**src/rtl/irtx_pkg.sv**
```systemverilog
package irtx_pkg;
  localparam int unsigned ADDR_W       = 5;
  localparam int unsigned CMD_W        = 7;
  localparam int unsigned PAYLOAD_BITS = 2 + ADDR_W + (CMD_W - 1);
  localparam int unsigned SYMBOLS      = PAYLOAD_BITS + 1;
  localparam int unsigned SYM_W        = $clog2(SYMBOLS);

  // Frame image, sent MSB first: start symbol, inverted cmd[6], toggle,
  // address, then the six low command bits.
  function automatic logic [SYMBOLS-1:0] pack_frame(
    input logic [ADDR_W-1:0] a,
    input logic [CMD_W-1:0]  c,
    input logic              tog
  );
    return {1'b1, ~c[CMD_W-1], tog, a, c[CMD_W-2:0]};
  endfunction
endpackage

```
**src/rtl/irtx_rst_sync.sv**
```systemverilog
module irtx_rst_sync #(
  parameter int unsigned STAGES = 2
) (
  input  logic clk,
  input  logic arst_n,
  output logic srst_n
);
  logic [STAGES-1:0] sync_q;

  always_ff @(posedge clk or negedge arst_n) begin
    if (!arst_n) sync_q <= '0;
    else         sync_q <= {sync_q[STAGES-2:0], 1'b1};
  end

  assign srst_n = sync_q[STAGES-1];
endmodule

```
**src/rtl/irtx_half_timer.sv**
```systemverilog
module irtx_half_timer #(
  parameter int unsigned HALF_TICKS = 9
) (
  input  logic clk,
  input  logic rst_n,
  input  logic run,
  input  logic tick_en,
  input  logic restart,
  output logic half_end
);
  localparam int unsigned CNT_W = (HALF_TICKS > 1) ? $clog2(HALF_TICKS) : 1;
  localparam logic [CNT_W-1:0] LAST = CNT_W'(HALF_TICKS - 1);

  logic [CNT_W-1:0] cnt_q, cnt_d;
  logic             adv;

  assign adv      = run & tick_en;
  assign half_end = adv & (cnt_q == LAST);

  always_comb begin
    cnt_d = cnt_q;
    if (restart)       cnt_d = '0;
    else if (half_end) cnt_d = '0;
    else if (adv)      cnt_d = cnt_q + CNT_W'(1);
  end

  always_ff @(posedge clk or negedge rst_n) begin
    if (!rst_n) cnt_q <= '0;
    else        cnt_q <= cnt_d;
  end
endmodule

```
**src/rtl/irtx_sequencer.sv**
```systemverilog
module irtx_sequencer
  import irtx_pkg::*;
(
  input  logic clk,
  input  logic rst_n,
  input  logic start,
  input  logic half_end,
  output logic busy,
  output logic second_half,
  output logic sym_end
);
  logic             busy_q, busy_d;
  logic             half_q, half_d;
  logic [SYM_W-1:0] idx_q, idx_d;
  logic             last_sym;

  assign sym_end  = half_end & half_q;
  assign last_sym = (idx_q == SYM_W'(SYMBOLS - 1));

  always_comb begin
    busy_d = busy_q;
    half_d = half_q;
    idx_d  = idx_q;
    if (start) begin
      busy_d = 1'b1;
      half_d = 1'b0;
      idx_d  = '0;
    end else if (half_end) begin
      half_d = ~half_q;
      if (half_q) begin
        if (last_sym) begin
          busy_d = 1'b0;
          idx_d  = '0;
        end else begin
          idx_d = idx_q + SYM_W'(1);
        end
      end
    end
  end

  always_ff @(posedge clk or negedge rst_n) begin
    if (!rst_n) begin
      busy_q <= 1'b0;
      half_q <= 1'b0;
      idx_q  <= '0;
    end else begin
      busy_q <= busy_d;
      half_q <= half_d;
      idx_q  <= idx_d;
    end
  end

  assign busy        = busy_q;
  assign second_half = half_q;
endmodule

```
**src/rtl/irtx_payload.sv**
```systemverilog
module irtx_payload
  import irtx_pkg::*;
(
  input  logic              clk,
  input  logic              rst_n,
  input  logic              load,
  input  logic              shift,
  input  logic [ADDR_W-1:0] addr,
  input  logic [CMD_W-1:0]  cmd,
  output logic              cur_bit
);
  logic [SYMBOLS-1:0] sr_q, sr_d;
  logic               tog_q, tog_d;

  always_comb begin
    sr_d  = sr_q;
    tog_d = tog_q;
    if (load) begin
      tog_d = ~tog_q;
      sr_d  = pack_frame(addr, cmd, ~tog_q);
    end else if (shift) begin
      sr_d = {sr_q[SYMBOLS-2:0], 1'b0};
    end
  end

  always_ff @(posedge clk or negedge rst_n) begin
    if (!rst_n) begin
      sr_q  <= '0;
      tog_q <= 1'b0;
    end else begin
      sr_q  <= sr_d;
      tog_q <= tog_d;
    end
  end

  assign cur_bit = sr_q[SYMBOLS-1];
endmodule

```
**src/rtl/irtx_biphase_tx.sv**
```systemverilog
module irtx_biphase_tx
  import irtx_pkg::*;
#(
  parameter int unsigned HALF_TICKS = 9
) (
  input  logic              clk,
  input  logic              rst_n,
  input  logic              tick_en,
  input  logic              send_req,
  input  logic [ADDR_W-1:0] addr,
  input  logic [CMD_W-1:0]  cmd,
  output logic              ir_env,
  output logic              busy
);
  logic rst_sync_n;
  logic accept;
  logic half_end;
  logic sym_end;
  logic second_half;
  logic cur_bit;
  logic busy_w;

  irtx_rst_sync #(.STAGES(2)) rst_sync_i (
    .clk    (clk),
    .arst_n (rst_n),
    .srst_n (rst_sync_n)
  );

  assign accept = send_req & ~busy_w;

  irtx_half_timer #(.HALF_TICKS(HALF_TICKS)) timer_i (
    .clk      (clk),
    .rst_n    (rst_sync_n),
    .run      (busy_w),
    .tick_en  (tick_en),
    .restart  (accept),
    .half_end (half_end)
  );

  irtx_sequencer seq_i (
    .clk         (clk),
    .rst_n       (rst_sync_n),
    .start       (accept),
    .half_end    (half_end),
    .busy        (busy_w),
    .second_half (second_half),
    .sym_end     (sym_end)
  );

  irtx_payload payload_i (
    .clk     (clk),
    .rst_n   (rst_sync_n),
    .load    (accept),
    .shift   (sym_end),
    .addr    (addr),
    .cmd     (cmd),
    .cur_bit (cur_bit)
  );

  // A one is dark then lit; a zero is lit then dark.
  assign ir_env = busy_w & ~(cur_bit ^ second_half);
  assign busy   = busy_w;
endmodule

```
**config.mk**
```make
export PLATFORM = sky130hd
export DESIGN_NAME = irtx_biphase_tx
export DESIGN_NICKNAME = d
export VERILOG_FILES = /design/src/rtl/irtx_pkg.sv /design/src/rtl/irtx_rst_sync.sv /design/src/rtl/irtx_half_timer.sv /design/src/rtl/irtx_sequencer.sv /design/src/rtl/irtx_payload.sv /design/src/rtl/irtx_biphase_tx.sv
export SDC_FILE = /design/constraint.sdc
export NUM_CORES = 1
export LEC_CHECK = 0
export BUFFER_PORTS_ARGS = -buffer_cell sky130_fd_sc_hd__clkbuf_2
export CORE_UTILIZATION = 60
export CTS_CLUSTER_SIZE = 24
export DETAILED_ROUTE_END_ITERATION = 7
export PLACE_DENSITY = 0.94
export SYNTH_ARGS = -nofsm -noshare
export SYNTH_HDL_FRONTEND = slang
export SYNTH_SLANG_ARGS = --single-unit
```
**constraint.sdc**
```tcl
create_clock -name clk -period 1.55 [get_ports clk]
set_input_delay 0.0775 -clock clk [delete_from_list [all_inputs] [get_ports clk]]
set_output_delay 0.0775 -clock clk [all_outputs]
set_load 0.01 [all_outputs]
```
==> impl_metrics.tcl <==
set metrics [dict create \
    overflow 0 \
    p_clk_share_pct 11.7 \
    vias 1242 \
    crit_path_start "timer_i.cnt_q[0]" \
    synthFlopType "dfrtp_1" \
    clock_latency_ns 0.33 \
    drive_above_1_share_pct 28.39 \
    power_density_mw_per_mm2 1555 \
    ir_drop_mv 1.151 \
    r2r_start "timer_i.cnt_q[0]" \
    routed_wl_mm 3.837 \
    maxCapViolCount 0 \
    dieArea_mm2 0.002398 \
    syn_area_mm2 0.001324 \
    synthToLayoutAreaGrowth_pct 26.94 \
    hold_class "input pin to flop" \
    worstSetupPathType "flop to flop" \
    cpMaxStageDelayCell "dfrtp_1" \
    grt_pass1_wl_mm 5.257 \
    root_buffer "clkbuf_4" \
    die_x_um 48.97 \
    cp_top_family "simple AND/OR/NAND/NOR gates" \
    intPower_uw 1625 \
    syn_inst 120 \
    track_usage_pct 29.68 \
    hp-start "send_req" \
    place_ws_ns 0.01290 \
    gp_congestion 0.8676 \
    max_freq_mhz 622.9 \
    crit_buf_inv 2 \
    rsz0062_at_grt "yes" \
    via_per_inst 6.824 \
    yosysTopAreaCellShare_pct 51.04 \
    cts_tree "built" \
    final_util_pct 83.11 \
    ys_seq_area_share_pct 51.04 \
    p_switching_uw 987.5 \
    io-pin-count 18 \
    drc 0 \
    cts_buffers 3 \
    pwr-share-seq_pct 46.6 \
    routedWlPerCell_um 21.08 \
    synth_warnings 0 \
    endpoint_kind "flop" \
    fin_crit_ns 1.605 \
    setup_violations 11 \
    cp-start-kind "flop" \
    dp_cells 162 \
    whs_ns 0.03249 \
    critPathArrivalTime_ns 1.83 \
    synth.avg_cell_area_um2 11.03 \
    nNetsFinal 176 \
    max_stage_delay_ns 0.40 \
    slew_viol_final 0 \
    antenna_cells 0 \
    clk_transition_reported_paths_ns 0.15 \
    layout.cells.non_filler 182 \
    fin_crit_sh_pct 103.6 \
    clock_sinks 27 \
    synth_area_leaders "dfrtp_1 51%, a221o_1 8.3%, and3_1 4.7%, nand3_1 4.5%, buf_6 4.3%" \
    synth_top_cell_by_area "dfrtp_1" \
    htreeDepth 1 \
    initial_utilization_pct 65.47 \
    fp-row-count 16 \
    hold_viol_final 0 \
    critPathRequiredTime_ns 1.78 \
    synth_seq_cells 27 \
    antenna_left 0 \
    dp_hpwl_mm 1.836 \
    hold_depth 2 \
    pwr-share-comb_pct 41.7 \
    drt-initial-drc-count 120 \
    status "finished with violations" \
    synth-async-reset-ratio_pct 100.0 \
    port_buffers 17 \
    critPathMaxFanout 7 \
    layout_setup_ws_ns -0.05549 \
    synth-edff-count 0 \
    swShare_pct 37.80 \
    path_cells "inv_2 > ha_4 > and3b_2 > clkbuf_16 > and3_4 > a221o_1" \
    antenna_found_initial 0 \
    skew_ns 0.009710 \
    grt_pass1_vias 1102 \
    yosys.cell_types.count 33 \
    cp.depth 6 \
    core_area_mm2 0.002022 \
    clockBufferDepth 2 \
    grt_start_max_net_pins 26 \
    die_h_um 48.97 \
    r2r_cells 6 \
    firstDrtPassIters 5 \
    syn_nets 140 \
    violations "negative setup slack" \
    p_leak_uw 0.0007789 \
]
[flip-flops by register name (all words and copies together) (netlist names)]
name,count
payload_i.tog_q,1
payload_i.sr_q,14
timer_i.cnt_q,4
seq_i.second_half,1
rst_sync_i.sync_q,2
seq_i.busy,1
seq_i.idx_q,4
[cells by family (layout without fill, tap and decap cells)]
logic type / Yosys count / after routing / synth area share [%]
xor gates and xnor gates: 3 / 3 / 1.985
DFF: 27 / 27 / 51.04
and+or+nand+nor: 43 / 43 / 18.15
AOI/OAI and AO/OA: 29 / 29 / 17.30
adders and majority gates: 4 / 4 / 3.781
muxes: 1 / 1 / 0.7562
other: 1 / 1 / 0.2833
buffers and inverters: 12 / 47 / 6.710
[what timing repair did]
item                                    in CTS  in global routing
pin swaps                                    0                  1
endpoints found under the hold margin       14                  0
gates cloned                                 0                  1
hold buffers                                13                  0
setup buffers                                0                  2
endpoints found under the setup margin       1                 17
gates resized for setup                      1                 13
[path summary, 6_finish.rpt]
check / end / slack [ns]
worst max-delay path: payload_i.sr_q[9] / -0.06
worst min-delay path: seq_i.busy / 0.03
worst max register to register: payload_i.sr_q[9] / -0.06
worst min register to register: payload_i.sr_q[7] / 0.23
max in group asynchronous: payload_i.sr_q[12] / 1.08
min in group asynchronous: rst_sync_i.sync_q[0] / 0.06
[through the flow]
| stage | power, µW | TNS (ns) | instance area, µm² |
|---|---|---|---|
| 6_report | 2612 | -0.2520 | 1680 |
| 5_1_grt | 2729 | -0.8475 | 1680 |
| 4_1_cts | 2304 | 0 | 1594 |
| 3_5_place_dp | 1976 | 0 | 1433 |
| 3_3_place_gp | 1909 | 0 | 1433 |
| 2_1_floorplan | 1756 | 0 | 1326 |
[power groups by stage]
stage | Sequential [µW] | Combinational (µW) | Clock (µW)
after floorplan | 1130 | 626 | 0
after global routing | 1230 | 1160 | 334
after global placement | 1150 | 759 | 0
after detailed placement | 1170 | 806 | 0
after CTS | 1160 | 843 | 301
final | 1220 | 1090 | 306
[layout by cell type (no fill, tap or decap), drive strengths merged]
cell,instances
nor2b,1
nand2,6
xor2,1
a31oi,2
nor2,4
dlygate4sd3,13
nand3b,1
nand4b,1
clkinv,1
o2bb2ai,1
o211ai,3
o311ai,1
o31ai,1
and2,1
a21oi,4
dfrtp,27
nand3,12
or3,3
o32a,1
o21ai,5
a221o,11
and3b,1
inv,3
conb,1
xnor2,2
clkbuf,21
ha,4
buf,9
and3,11
nand2b,2
mux2i,1
[final cells by class]
class                           instances  area (µm²)
Clock buffer                            3       22.52
Clock inverter                          1       5.005
Fill cell                              91       341.6
Inverter                                3       11.26
Multi-Input combinational cell         81       604.3
Sequential cell                        27       675.6
Tap cell                               27       33.78
Timing Repair Buffer                   40       327.8
[synth_stat cells (2+ instances only)]
library cell and count:
o211ai_1 3, nand3_1 12, inv_1 3, a221o_1 11, o21ai_0 5, ha_1 4, a31oi_1 2, and3_1 10
dfrtp_1 27, xnor2_1 2, buf_2 2, buf_6 5, a21oi_1 3, nand2_1 6, nor2_1 4, or3_1 3
nand2b_1 2
[layer usage]
metal / track usage, % / wire, µm / vias to the layer above / share of wire [%]
li1: - / - / 514 / -
met1: 39.57 / 1362 / 588 / 35
met2: 48.38 / 1853 / 114 / 48
met3: 4.984 / 405 / 26 / 11
met4: 12.25 / 216 / 0 / 5.6
met5: 0 / 0 / - / 0
[worst reg2reg max path, cell delays in order (launching register included)]
cell and delay, ns:
dfrtp_1 0.40, inv_2 0.06, ha_4 0.16, and3b_2 0.26, clkbuf_16 0.18, and3_4 0.16, a221o_1 0.28
Power figures use the tool's default switching activity.
